## src/rtl/cdr_pkg.sv

```systemverilog
`timescale 1ns/1ps
package cdr_pkg;
  // Result of slicing one strobed sample
  typedef struct packed {
    logic vld;   // sample present this cycle
    logic lvl;   // sliced binary level
    logic chg;   // level differs from previous strobed level
  } slice_t;
endpackage

```

## src/rtl/cdr_rst_sync.sv

```systemverilog
`timescale 1ns/1ps
module cdr_rst_sync #(
  parameter int STAGES = 2
) (
  input  logic clk,
  input  logic rst_n,
  output logic rst_n_s
);
  logic [STAGES-1:0] sh_q;

  always_ff @(posedge clk or negedge rst_n) begin
    if (!rst_n) sh_q <= '0;
    else        sh_q <= {sh_q[STAGES-2:0], 1'b1};
  end

  assign rst_n_s = sh_q[STAGES-1];
endmodule

```

## src/rtl/cdr_slicer.sv

```systemverilog
`timescale 1ns/1ps
module cdr_slicer
  import cdr_pkg::*;
#(
  parameter int SMP_W = 8
) (
  input  logic             clk,
  input  logic             rst_n,
  input  logic             smp_valid,
  input  logic [SMP_W-1:0] smp_data,
  input  logic [SMP_W-1:0] thresh,
  output slice_t           sl
);
  logic hist_q, hist_d;   // a previous level exists
  logic prv_q, prv_d;     // previous strobed level
  logic lvl_now;

  always_comb begin
    lvl_now = (smp_data >= thresh);
    hist_d  = hist_q;
    prv_d   = prv_q;
    if (smp_valid) begin
      hist_d = 1'b1;
      prv_d  = lvl_now;
    end
    sl.vld = smp_valid;
    sl.lvl = lvl_now;
    sl.chg = smp_valid && hist_q && (lvl_now != prv_q);
  end

  always_ff @(posedge clk or negedge rst_n) begin
    if (!rst_n) begin
      hist_q <= 1'b0;
      prv_q  <= 1'b0;
    end else if (smp_valid) begin
      hist_q <= hist_d;
      prv_q  <= prv_d;
    end
  end

  // idle clocks leave the level history untouched
  a_r7_hist_idle: assert property (@(posedge clk) disable iff (!rst_n)
    !smp_valid |=> $stable(prv_q) && $stable(hist_q));
endmodule

```

## src/rtl/cdr_cell_timer.sv

```systemverilog
`timescale 1ns/1ps
module cdr_cell_timer #(
  parameter int SPB = 8
) (
  input  logic clk,
  input  logic rst_n,
  input  logic smp_valid,
  input  logic chg,
  output logic emit
);
  localparam int CNT_W = (SPB > 2) ? $clog2(SPB) : 1;
  localparam int MID   = SPB / 2;
  localparam logic [CNT_W-1:0] MID_C  = CNT_W'(MID);
  localparam logic [CNT_W-1:0] LAST_C = CNT_W'(SPB - 1);

  logic [CNT_W-1:0] cnt_q, cnt_d;   // index of the next strobed sample
  logic [CNT_W-1:0] idx;            // index of the current sample
  logic             algn_q, algn_d; // cell timing established

  always_comb begin
    idx    = chg ? '0 : cnt_q;
    emit   = smp_valid && (algn_q || chg) && (idx == MID_C);
    cnt_d  = cnt_q;
    algn_d = algn_q;
    if (smp_valid) begin
      if (chg) begin
        cnt_d  = CNT_W'(1);
        algn_d = 1'b1;
      end else if (algn_q) begin
        cnt_d = (cnt_q == LAST_C) ? '0 : cnt_q + CNT_W'(1);
      end
    end
  end

  always_ff @(posedge clk or negedge rst_n) begin
    if (!rst_n) begin
      cnt_q  <= '0;
      algn_q <= 1'b0;
    end else if (smp_valid) begin
      cnt_q  <= cnt_d;
      algn_q <= algn_d;
    end
  end

  // the counter stays inside one cell
  a_r4_cnt_range: assert property (@(posedge clk) disable iff (!rst_n)
    cnt_q <= LAST_C);
  // a level change never yields a bit in its own cycle
  a_r6_no_emit_on_chg: assert property (@(posedge clk) disable iff (!rst_n)
    chg |-> !emit);
  // nothing before alignment
  a_r2_quiet_unaligned: assert property (@(posedge clk) disable iff (!rst_n)
    !algn_q |-> !emit);
  // idle clocks do not advance timing
  a_r7_cnt_idle: assert property (@(posedge clk) disable iff (!rst_n)
    !smp_valid |=> $stable(cnt_q) && $stable(algn_q));
endmodule

```

## src/rtl/sample_cdr.sv

```systemverilog
`timescale 1ns/1ps
module sample_cdr
  import cdr_pkg::*;
#(
  parameter int SMP_W = 8,
  parameter int SPB   = 8
) (
  input  logic             clk,
  input  logic             rst_n,
  input  logic             smp_valid,
  input  logic [SMP_W-1:0] smp_data,
  input  logic [SMP_W-1:0] thresh,
  output logic             bit_out,
  output logic             bit_valid
);
  logic   rst_n_s;
  slice_t sl;
  logic   emit;
  logic   bit_q, bit_d;
  logic   bv_q, bv_d;

  cdr_rst_sync #(.STAGES(2)) u_rst (
    .clk(clk), .rst_n(rst_n), .rst_n_s(rst_n_s)
  );

  cdr_slicer #(.SMP_W(SMP_W)) u_slc (
    .clk(clk), .rst_n(rst_n_s), .smp_valid(smp_valid),
    .smp_data(smp_data), .thresh(thresh), .sl(sl)
  );

  cdr_cell_timer #(.SPB(SPB)) u_tmr (
    .clk(clk), .rst_n(rst_n_s), .smp_valid(sl.vld),
    .chg(sl.chg), .emit(emit)
  );

  always_comb begin
    bv_d  = emit;
    bit_d = emit ? sl.lvl : bit_q;
  end

  always_ff @(posedge clk or negedge rst_n_s) begin
    if (!rst_n_s) begin
      bv_q  <= 1'b0;
      bit_q <= 1'b0;
    end else begin
      bv_q  <= bv_d;
      bit_q <= bit_d;
    end
  end

  assign bit_out   = bit_q;
  assign bit_valid = bv_q;

  // each recovered bit is a single-cycle pulse
  a_r5_single_pulse: assert property (@(posedge clk) disable iff (!rst_n_s)
    bit_valid |=> !bit_valid);
  // bit_out only moves together with a new bit
  a_r5_bit_hold: assert property (@(posedge clk) disable iff (!rst_n_s)
    !bit_valid |-> bit_out == $past(bit_out));
endmodule

```

## config.mk

```make
export PLATFORM = sky130hd
export DESIGN_NAME = sample_cdr
export DESIGN_NICKNAME = d
export VERILOG_FILES = /design/src/rtl/cdr_pkg.sv /design/src/rtl/cdr_rst_sync.sv /design/src/rtl/cdr_slicer.sv /design/src/rtl/cdr_cell_timer.sv /design/src/rtl/sample_cdr.sv
export SDC_FILE = /design/constraint.sdc
export NUM_CORES = 1
export LEC_CHECK = 0
export BUFFER_PORTS_ARGS = -buffer_cell sky130_fd_sc_hd__buf_2
export CORE_ASPECT_RATIO = 0.75
export CORE_MARGIN = 5
export CORE_UTILIZATION = 40
export DETAILED_ROUTE_END_ITERATION = 7
export PLACE_DENSITY = 0.76
export SYNTH_ARGS = -nofsm -noshare
export SYNTH_HDL_FRONTEND = slang
export SYNTH_HIERARCHICAL = 1
export SYNTH_SLANG_ARGS = --single-unit
```

## constraint.sdc

```tcl
create_clock -name clk -period 0.8 [get_ports clk]
set_input_delay 0.08 -clock clk [delete_from_list [all_inputs] [get_ports clk]]
set_output_delay 0.08 -clock clk [all_outputs]
set_load 0.05 [all_outputs]
```

== Word-level counts from Yosys, hierarchy flattened ==
Index checks and enable logic that the tools add are counted.
Operators by class
  add/subtract/negate cells: 1
  $mul: 0
  divide/modulo/power cells: 0
  $lt $le $gt $ge: 1
  eq/ne operators: 3
  shift operators: 0
  muxes and demuxes: 4
  bitwise logic cells: 0
  reductions and logical operators: 8
Operators with widths (number)
  2-to-1 mux 3 bit: 4
  >= comparator 8 bit: 1
  equality test 3 bit (second input constant): 2
  logical AND 1 bit: 4
  AND reduction 2 bit: 2
  adder 3 x 1 -> 3 bit (second input constant): 1
  nonzero test 2 bit: 1
  logical OR 1 bit: 1
  != test 1 bit: 1
Word-level totals
  flip-flop bits (word level): 10
  latch bits: 0
  bits in writable memories: 0
  ROM bits: 0
  memories kept: 0

== Depth between registers and ports, before layout ==
Gate-level depths: netlist of run 1.
  depth in word-level cells: 6
  mapped depth: 10

== By module ==
The synthesis of run 1 kept the hierarchy.
Modules (own cells, without submodules)
  cdr_slicer: instances 1, cells an instance 41, area each 359.1 µm²
  cdr_cell_timer: instances 1, cells an instance 20, area each 226.5 µm²
  sample_cdr: instances 1, cells an instance 3, area each 65.1 µm²
  cdr_rst_sync: instances 1, cells an instance 3, area each 53.8 µm²

== Worst setup path after synthesis of run 1 ==
OpenSTA, ideal clock, no wires.
  path type: input port to flip-flop
  from: input port smp_data[0]
  to: register bit_q, in the netlist bit_out
  library setup time: 0.125 ns
  data arrival time: 2.042 ns
  data required time: 0.675 ns
  setup slack: -1.367 ns
  stages on the path: 10
  buffers on the path: 0
  path through: inv_1 > ha_1 > nand2b_4 > a2111oi_4 > nor3_2 > o2111ai_1 > nand2_1 > nor2_1 > nor4b_1 > mux2_4
RTL lines
  start: declaration: line sample_cdr.sv:11  | input logic [SMP_W-1:0] smp_data,
  end signal: assignment: line sample_cdr.sv:47  | bit_q <= bit_d;
  end: declaration: line sample_cdr.sv:19  | logic bit_q, bit_d;

==> results of run 1 <==
worst register-to-register path, stage by stage (launching register included):
cell and delay, ns:
dfrtp_1 0.37, and2_4 0.15, nand4b_1 0.09, o221a_1 0.20, nand2_2 0.07, nor2_2 0.09, nor4b_4 0.24, mux2_4 0.32
area by class of cell:
cell class                      instances  area, µm²  share of cell area
Multi-Input combinational cell         44      496.7              0.4511
Sequential cell                        10      250.2              0.2273
Timing Repair Buffer                   34      244.0              0.2216
Inverter                               11      46.29             0.04205
Clock buffer                            4      36.28             0.03295
Tap cell                               22      27.53             0.02500
what timing repair did:
item                                   in CTS  in global routing
resized for setup                          13                  8
hold buffers                                1                  0
endpoints found under the hold margin       2                  0
pin swaps                                   5                  2
setup endpoints to repair                   9                  9
buffers inserted                            3                  1
where the power goes:
group	switching (W)	internal, W	total (W)
Combinational	0.000412	0.000514	0.000926
Clock	0.000164	0.000276	0.000440
Sequential	0.0000957	0.000606	0.000702
Total	0.000672	0.00140	0.00207
registers in the layout, summed over array words and instances (netlist names):
| register | count |
|---|---|
| u_slc/prv_q | 1 |
| u_tmr/algn_q | 1 |
| bit_valid | 1 |
| u_slc/hist_q | 1 |
| bit_out | 1 |
| u_rst/sh_q | 2 |
| u_tmr/cnt_q | 3 |
metal layers:
layer  wire, µm  global-route usage  vias up
li1           -                   -      312
met1        616              0.1358      279
met2        657              0.1871       11
met3         83             0.05322        2
met4         10             0.04167        0
met5          0                   0        -
cell families after synthesis:
family / Yosys count / synth area share
simple gates: 20 / 0.1954
buf+inv: 13 / 0.07992
compound gates: 12 / 0.1652
fa+ha+maj: 10 / 0.1776
flops: 10 / 0.3552
mux: 1 / 0.02131
other cells: 1 / 0.005323
stage by stage:
stage / hold WS (ns) / power [W]
2_1_floorplan: -0.2156 / 0.001189
3_3_place_gp: -0.1357 / 0.001430
3_5_place_dp: -0.1337 / 0.001461
4_1_cts: 0.1075 / 0.002028
5_1_grt: 0.1180 / 0.002211
6_report: 0.1160 / 0.002069
placed cells by master (no fill, tap or decap), drive strengths merged, types with 2 or more instances in the layout:
master,n
clkbuf,4
ha,10
o21ai,2
nand2b,2
nand4b,3
inv,11
buf,33
nand2,4
nor2,2
a21o,2
dfrtp,10
nor3,2
worst max-delay path by stage:
stage	depth (start not counted)	end	slack [ns]	from
after detailed placement	11	bit_out$_DFFE_PN0P_	-1.22	smp_data[0]
after global routing	11	bit_out$_DFFE_PN0P_	-0.95	smp_data[0]
after floorplan	9	bit_out$_DFFE_PN0P_	-1.06	thresh[0]
final	12	bit_out$_DFFE_PN0P_	-0.89	smp_data[0]
after CTS	11	bit_out$_DFFE_PN0P_	-0.91	smp_data[0]
after global placement	11	bit_out$_DFFE_PN0P_	-1.17	smp_data[0]
==> results.cfg, run 1 <==
[status]
status = complete, but fails checks
failed_checks = setup timing

[global_route]
grt_pass1_vias = 566
grt_pass1_wl_mm = 2.270
grtUsageTotal = 0.1157
overflow = 0
antenna_found_initial = 0
grt_max_degree = 12

[placed_design]
dpl-instance-area_um2 = 947.2
gp_congestion = 0.7613
portBuffers = 20
place_inst = 118
dp_hpwl_mm = 1.139
place_worst_setup_slack_ns = -1.219

[clocking]
clk_latency_ns = 0.26
htreeDepth = 1
ctsLongestPathBuffers = 2
cts_tree = yes
path_clk_slew_ns = 0.06
numCtsBuffers = 3
cts.sinks = 10
cts_root_buf = clkbuf_4

[logic_synthesis]
netlist_instances = 67
syn_nets = 96
synth_edf_count = 0
synth_area_um2 = 704.4
synthTopCellsByArea = dfrtp_1 (36%), ha_1 (18%), inv_1 (5.9%)
ys_seq_elements = 10
yosysMostFrequentCell = inv_1
ys_async_sr_fraction = 1.000
synth_area_per_cell_um2 = 10.51
synth_cell_types = 32
ys_warn_count = 6
synth_top_area_share = 0.3552
seq_area_frac_synth = 0.3552
synth_top_area_cell = dfrtp_1
synth_top_flop_cell = dfrtp_1
netlist_top_cells_count = inv_1 (11), dfrtp_1 (10), ha_1 (10)

[worst_setup_path]
reg2reg_to = bit_out$_DFFE_PN0P_
crit_required_ns = 0.95
slowest_delay_ns = 0.32
cpLargestDelayFamily = simple AND/OR/NAND/NOR gates
endpoint_kind = flop
critPathKind = input pin to flop
cp-start-kind = input pin
worst-path-buf-inv = 3
r2r_start = u_slc/hist_q$_DFFE_PN0P_
crit_arrival_ns = 1.83
critPathSlowestCell = mux2_4
worstPathMaxFanout = 2
reg2reg_depth = 7
regToRegSetupSlack_ns = -0.85
crit_path_cell_trace = buf_8 -> inv_6 -> ha_4 -> nand2b_4 -> a2111oi_4 -> nor3_2 -> buf_4 -> o221a_1 -> nand2_2 -> nor2_2 -> nor4b_4 -> mux2_4

[floorplanning]
initial_core_util = 0.4125
die_area_um2 = 2709
core_region_area_um2 = 1708
io-pin-count = 21
dieWidth_um = 58.46
die_h_um = 46.35
num_rows = 13

[sta]
setup_viol = 9
final-hold-violation-count = 0
slew_viol_final = 0
layout_setup_ws_ns = -0.8853
fin_crit_sh = 2.107
min_period_ns = 1.685
tns_ns = -4.923
fmax_mhz = 593.4
finalClockSkew_ns = 0.001809
rsz0062_at_grt = true

[cells_and_area]
nets = 133
area_delta_synth_final_pct = 56.31
n_fill_cell = 140
fin_area_um2 = 1101
antennaDiodeCount = 0
final_util = 0.6447
drive_gt1_frac = 0.5534
finalNonFillerCells = 125

[route]
dr.pass1.iters = 4
via_per_inst = 4.832
drt_iter0_drc = 5
drtAntennaViolNets = 0
routedWlPerCell_um = 10.94
vias = 604
drc = 0
wl_mm = 1.368

[job]
maxCapViolCount = 0

[hold_path]
hold_path.class = input pin to async pin

[pwr]
power-per-cell-area_nw_per_um2 = 1879
p_leak_nw = 0.5375
max-vdd-ir-drop_v = 0.001127
No activity file was read; power rests on OpenSTA's default activity.
==> inputs of run 2 (changes only) <==
- BUFFER_PORTS_ARGS: -buffer_cell sky130_fd_sc_hd__buf_2 -> not set
- CORE_MARGIN: 5 -> not set
- DONT_BUFFER_PORTS: not set -> 1
- PLACE_DENSITY: 0.76 -> 0.65
==> run 2 against run 1 <==
Net effect: the run still ends with setup timing left; clock power is 2% lower; die area is 29% lower; largest cell class unchanged; critical path type is now flop to flop; sequential power hardly changed; cell area is 12% lower; critical path depth is 5 lower; maximum frequency is 2.1% higher; global-route usage is 3.8 points higher; first-iteration DRC count is 60% lower; count of clock-buffer cells in the layout stayed put; via count is 9.6% lower; setup slack better by 0.035 ns.
==> results.cfg, run 2 (synthesis gave the netlist of run 1 again) <==
[placed_design]
dp_hpwl_um = 983.6
gp_congestion = 0.7654
portBuffers = 0
place_inst = 97

[pwr]
power-per-cell-area_nw_per_um2 = 2027
p_sw_frac = 0.3242
clock_power_share = 0.221
sequentialPowerShare = 0.359
pwr-share-comb = 0.420
power_switching_w = 0.0006347
max-vdd-ir-drop_v = 0.001226
p_leak_nw = 0.4518
p_int_w = 0.001323

[worst_setup_path]
endpoint_kind = flop
crit_required_ns = 0.94
slowest_delay_ns = 0.38
critPathKind = flop to flop
critPathSlowestCell = dfrtp_1
crit_path_cell_trace = and2_4 -> nand4b_1 -> o221a_1 -> nand2_2 -> nor2_1 -> nor4b_4 -> mux2_4
worstPathMaxFanout = 4
cp-start-kind = flop
reg2reg_depth = 7
crit_arrival_ns = 1.79

[cells_and_area]
finalNonFillerCells = 104
nets = 113
layout_common_cells = dfrtp_1 (10), inv_1 (10), buf_4 (9)
largest_register_ff_count = 3
seq_area_um2 = 250.2
antennaDiodeCount = 0
multi_input_area_um2 = 474.2
n_fill_cell = 141
drive_gt1_frac = 0.3855
largest_register = u_tmr/cnt_q
area_delta_synth_final_pct = 37.12
reg_top3 = u_tmr/cnt_q x3, u_rst/sh_q x2
final_util = 0.6186

[hold_path]
hold_path.class = input pin to flop
worstHoldPathCells = 2

[sta]
rsz0062_at_grt = true
setup_viol = 10
final-hold-violation-count = 0
fin_crit_sh = 2.063
slew_viol_final = 0
fmax_mhz = 606.0
min_period_ns = 1.650
finalClockSkew_ns = 0.002755
layout_setup_ws_ns = -0.8501

[floorplanning]
die_area_um2 = 1935
die_h_um = 38.35
initial_core_util = 0.4511
dieWidth_um = 50.46
core_region_area_um2 = 1562
num_rows = 12
io-pin-count = 21

[clocking]
ctsLongestPathBuffers = 2
path_clk_slew_ns = 0.06
cts.sinks = 10
cts_tree = yes
numCtsBuffers = 3
clk_latency_ns = 0.26
htreeDepth = 1
cts_root_buf = clkbuf_4

[global_route]
grt_max_degree = 13
antenna_found_initial = 0
grt_pass1_vias = 499
grtUsageTotal = 0.1532
overflow = 0
grt_pass1_wl_mm = 2.042

[status]
status = complete, but fails checks
failed_checks = setup timing

[route]
vias = 546
routedWlPerCell_um = 13.01
drtAntennaViolNets = 0
wl_mm = 1.353
via_per_inst = 5.250
drc = 0
dr.pass1.iters = 2
drt_iter0_drc = 2

[job]
maxCapViolCount = 0
run 2: cell count changes in the layout (fill, tap and decap cells not counted), sizes merged:
cell         delta
dlygate4sd3     +1
buf            -21
run 2: area by class of cell:
class / count / area share
sequential: 10 / 0.2591
timing repair buffer: 14 / 0.1347
tap: 21 / 0.02720
clock buffer: 4 / 0.03756
inverter: 11 / 0.05052
multi-input combinational: 44 / 0.4909
run 2: worst max-delay path: cells and delay by family (launching register included):
kind	cells	cell delay, ns
multiplexers	1	0.32
AO/OA/AOI/OAI	1	0.20
AND/OR/NAND/NOR	5	0.63
flip-flops	1	0.38
run 2: what timing repair did:
action                                  4_1_cts  5_1_grt
gates resized for setup                       4        6
endpoints found under the setup margin        9       10
hold buffers                                  1        1
hold endpoints to repair                      7        5
pin swaps                                     3        1
setup buffers                                 1        1
run 2: power by group through the flow:
stage          logic (W)  registers (W)  clock network, W
3_5_place_dp    0.000721       0.000709                 0
2_1_floorplan   0.000409       0.000781                 0
3_3_place_gp    0.000697       0.000707                 0
5_1_grt         0.000885       0.000723          0.000479
4_1_cts         0.000750       0.000705          0.000453
6_report        0.000821       0.000703          0.000433
run 2: path summary, 6_finish.rpt:
path	start	end	slack (ns)
setup / recovery	u_slc/hist_q$_DFFE_PN0P_	bit_out$_DFFE_PN0P_	-0.85
hold / removal	smp_valid	u_tmr/cnt_q[1]$_DFFE_PN0P_	0.02
setup reg to reg	u_slc/hist_q$_DFFE_PN0P_	bit_out$_DFFE_PN0P_	-0.85
hold reg to reg	u_rst/sh_q[1]$_DFF_PN0_	u_slc/hist_q$_DFFE_PN0P_	0.12
max in group asynchronous	u_rst/sh_q[1]$_DFF_PN0_	bit_out$_DFFE_PN0P_	0.44
min in group asynchronous	rst_n	u_rst/sh_q[1]$_DFF_PN0_	0.04
run 2: per-stage QoR:
step | setup WS (ns) | power, W | TNS (ns) | cell area (µm²) | hold WS, ns
6_report | -0.8501 | 0.001958 | -4.781 | 965.9 | 0.01670
5_1_grt | -0.9503 | 0.002087 | -5.345 | 965.9 | 0.01758
4_1_cts | -0.8311 | 0.001908 | -4.484 | 917.1 | -0.1033
3_5_place_dp | -1.100 | 0.001430 | -6.226 | 858.3 | -0.2155
3_3_place_gp | -1.038 | 0.001404 | -5.927 | 858.3 | -0.2155
2_1_floorplan | -1.060 | 0.001189 | -5.134 | 752.0 | -0.2156
run 2: layer usage:
layer	GRT usage	wire length, µm	up-vias
met5	0	0	-
met4	0.02083	0	0
met3	0.07143	92	0
met2	0.2600	662	16
met1	0.1829	598	256
li1	-	-	274
==> inputs of run 3 (changes only) <==
- MAX_ROUTING_LAYER: not set -> met4
==> run 3 against run 2 <==
Net effect: the flow still finishes with violations (setup timing); critical endpoint unchanged; count of clock-buffer cells in the layout did not move; core utilization did not move; clock power barely moved; largest power group unchanged; die area did not move; sequential cell count did not move; first-iteration DRC count did not move; critical path depth did not move; final cell count did not move; sequential share of layout area did not move; cell area did not move; routed wire length fell by 1.0%.
==> results.cfg, run 3 (synthesis gave the netlist of run 1 again) <==
[cells_and_area]
drive_gt1_frac = 0.3855
nets = 113
area_delta_synth_final_pct = 37.12
antennaDiodeCount = 0
largest_register_ff_count = 3
finalNonFillerCells = 104
layout_common_cells = dfrtp_1 (10), inv_1 (10), buf_4 (9)
largest_register = u_tmr/cnt_q
reg_top3 = u_tmr/cnt_q x3, u_rst/sh_q x2

[floorplanning]
num_rows = 12
io-pin-count = 21
die_h_um = 38.35
core_region_area_um2 = 1562
dieWidth_um = 50.46
initial_core_util = 0.4511
die_area_um2 = 1935

[route]
via_per_inst = 5.240
vias = 545
dr.pass1.iters = 2
wl_mm = 1.339
drc = 0
routedWlPerCell_um = 12.88
drtAntennaViolNets = 0
drt_iter0_drc = 2

[clocking]
cts_root_buf = clkbuf_4
path_clk_slew_ns = 0.06
ctsLongestPathBuffers = 2
numCtsBuffers = 3
clk_latency_ns = 0.26
cts_tree = yes
cts.sinks = 10
htreeDepth = 1

[worst_setup_path]
cp-start-kind = flop
crit_required_ns = 0.94
crit_arrival_ns = 1.79
endpoint_kind = flop
worstPathMaxFanout = 4
critPathKind = flop to flop

[job]
maxCapViolCount = 0

[global_route]
grt_pass1_vias = 500
overflow = 0
antenna_found_initial = 0
grtUsageTotal = 0.1573
grt_max_degree = 13
grt_pass1_wl_mm = 2.035

[sta]
fmax_mhz = 605.9
finalClockSkew_ns = 0.002842
layout_setup_ws_ns = -0.8504
fin_crit_sh = 2.063
slew_viol_final = 0
setup_viol = 10
final-hold-violation-count = 0
min_period_ns = 1.650
rsz0062_at_grt = true
hold_slack_ns = 0.01487

[pwr]
power-per-cell-area_nw_per_um2 = 2024
max-vdd-ir-drop_v = 0.001225
total_power_w = 0.001955
p_leak_nw = 0.4518

[status]
failed_checks = setup timing
status = complete, but fails checks

[placed_design]
dp_hpwl_um = 983.6
place_inst = 97
portBuffers = 0
gp_congestion = 0.7755

[hold_path]
hold_path.class = input pin to flop
-- run 3: path summary, 6_finish.rpt --
| kind | end | slack, ns | start | cells after the start |
|---|---|---|---|---|
| setup / recovery | bit_out$_DFFE_PN0P_ | -0.85 | u_slc/hist_q$_DFFE_PN0P_ | 7 |
| hold / removal | u_tmr/cnt_q[1]$_DFFE_PN0P_ | 0.01 | smp_valid | 2 |
| setup reg to reg | bit_out$_DFFE_PN0P_ | -0.85 | u_slc/hist_q$_DFFE_PN0P_ | 7 |
| hold reg to reg | u_slc/prv_q$_DFFE_PN0P_ | 0.12 | u_rst/sh_q[1]$_DFF_PN0_ | 0 |
| max in group asynchronous | bit_out$_DFFE_PN0P_ | 0.44 | u_rst/sh_q[1]$_DFF_PN0_ | 0 |
| min in group asynchronous | u_rst/sh_q[1]$_DFF_PN0_ | 0.04 | rst_n | 1 |
-- run 3: per-layer routing --
layer  track usage  up-vias  part of all wire
li1              -      275                 -
met1        0.1829      254              0.44
met2        0.2600       16              0.50
met3       0.07143        0             0.066
met4       0.02083        0                 0
met5             -        -                 0
-- run 3: worst max-delay path, cell delays in order (launching register included) --
cell      delay (ns)
dfrtp_1         0.38
and2_4          0.15
nand4b_1        0.09
o221a_1         0.20
nand2_2         0.06
nor2_1          0.09
nor4b_4         0.24
mux2_4          0.32
-- run 3: layout make-up --
cell class              count  area [µm²]
fillers                   141       595.6
multi-input cells          44       474.2
flip-flops and latches     10       250.2
repair buffers             14       130.1
inverters                  11       48.80
clock buffers               4       36.28
well taps                  21       26.28
-- run 3: timing repair --
action	CTS	global route
pin swaps	3	1
setup buffers	1	1
hold buffers	1	1
hold endpoints to repair	7	5
setup endpoints to repair	9	10
gates resized for setup	4	6
-- run 3: power breakdown --
part	switching, W	internal (W)	leakage (nW)
clock	0.000157	0.000276	0.0210
combinational	0.000379	0.000441	0.314
sequential	0.0000968	0.000606	0.116
total	0.000632	0.00132	0.452
-- run 3: stage by stage --
| stage | utilization | setup TNS, ns | instance area (µm²) | setup slack [ns] |
|---|---|---|---|---|
| 3_5_place_dp | 0.5497 | -6.226 | 858.3 | -1.100 |
| 3_3_place_gp | 0.5497 | -5.927 | 858.3 | -1.038 |
| 4_1_cts | 0.5873 | -4.484 | 917.1 | -0.8311 |
| 5_1_grt | 0.6186 | -5.353 | 965.9 | -0.9503 |
| 6_report | 0.6186 | -4.772 | 965.9 | -0.8504 |
| 2_1_floorplan | - | -5.134 | 752.0 | -1.060 |
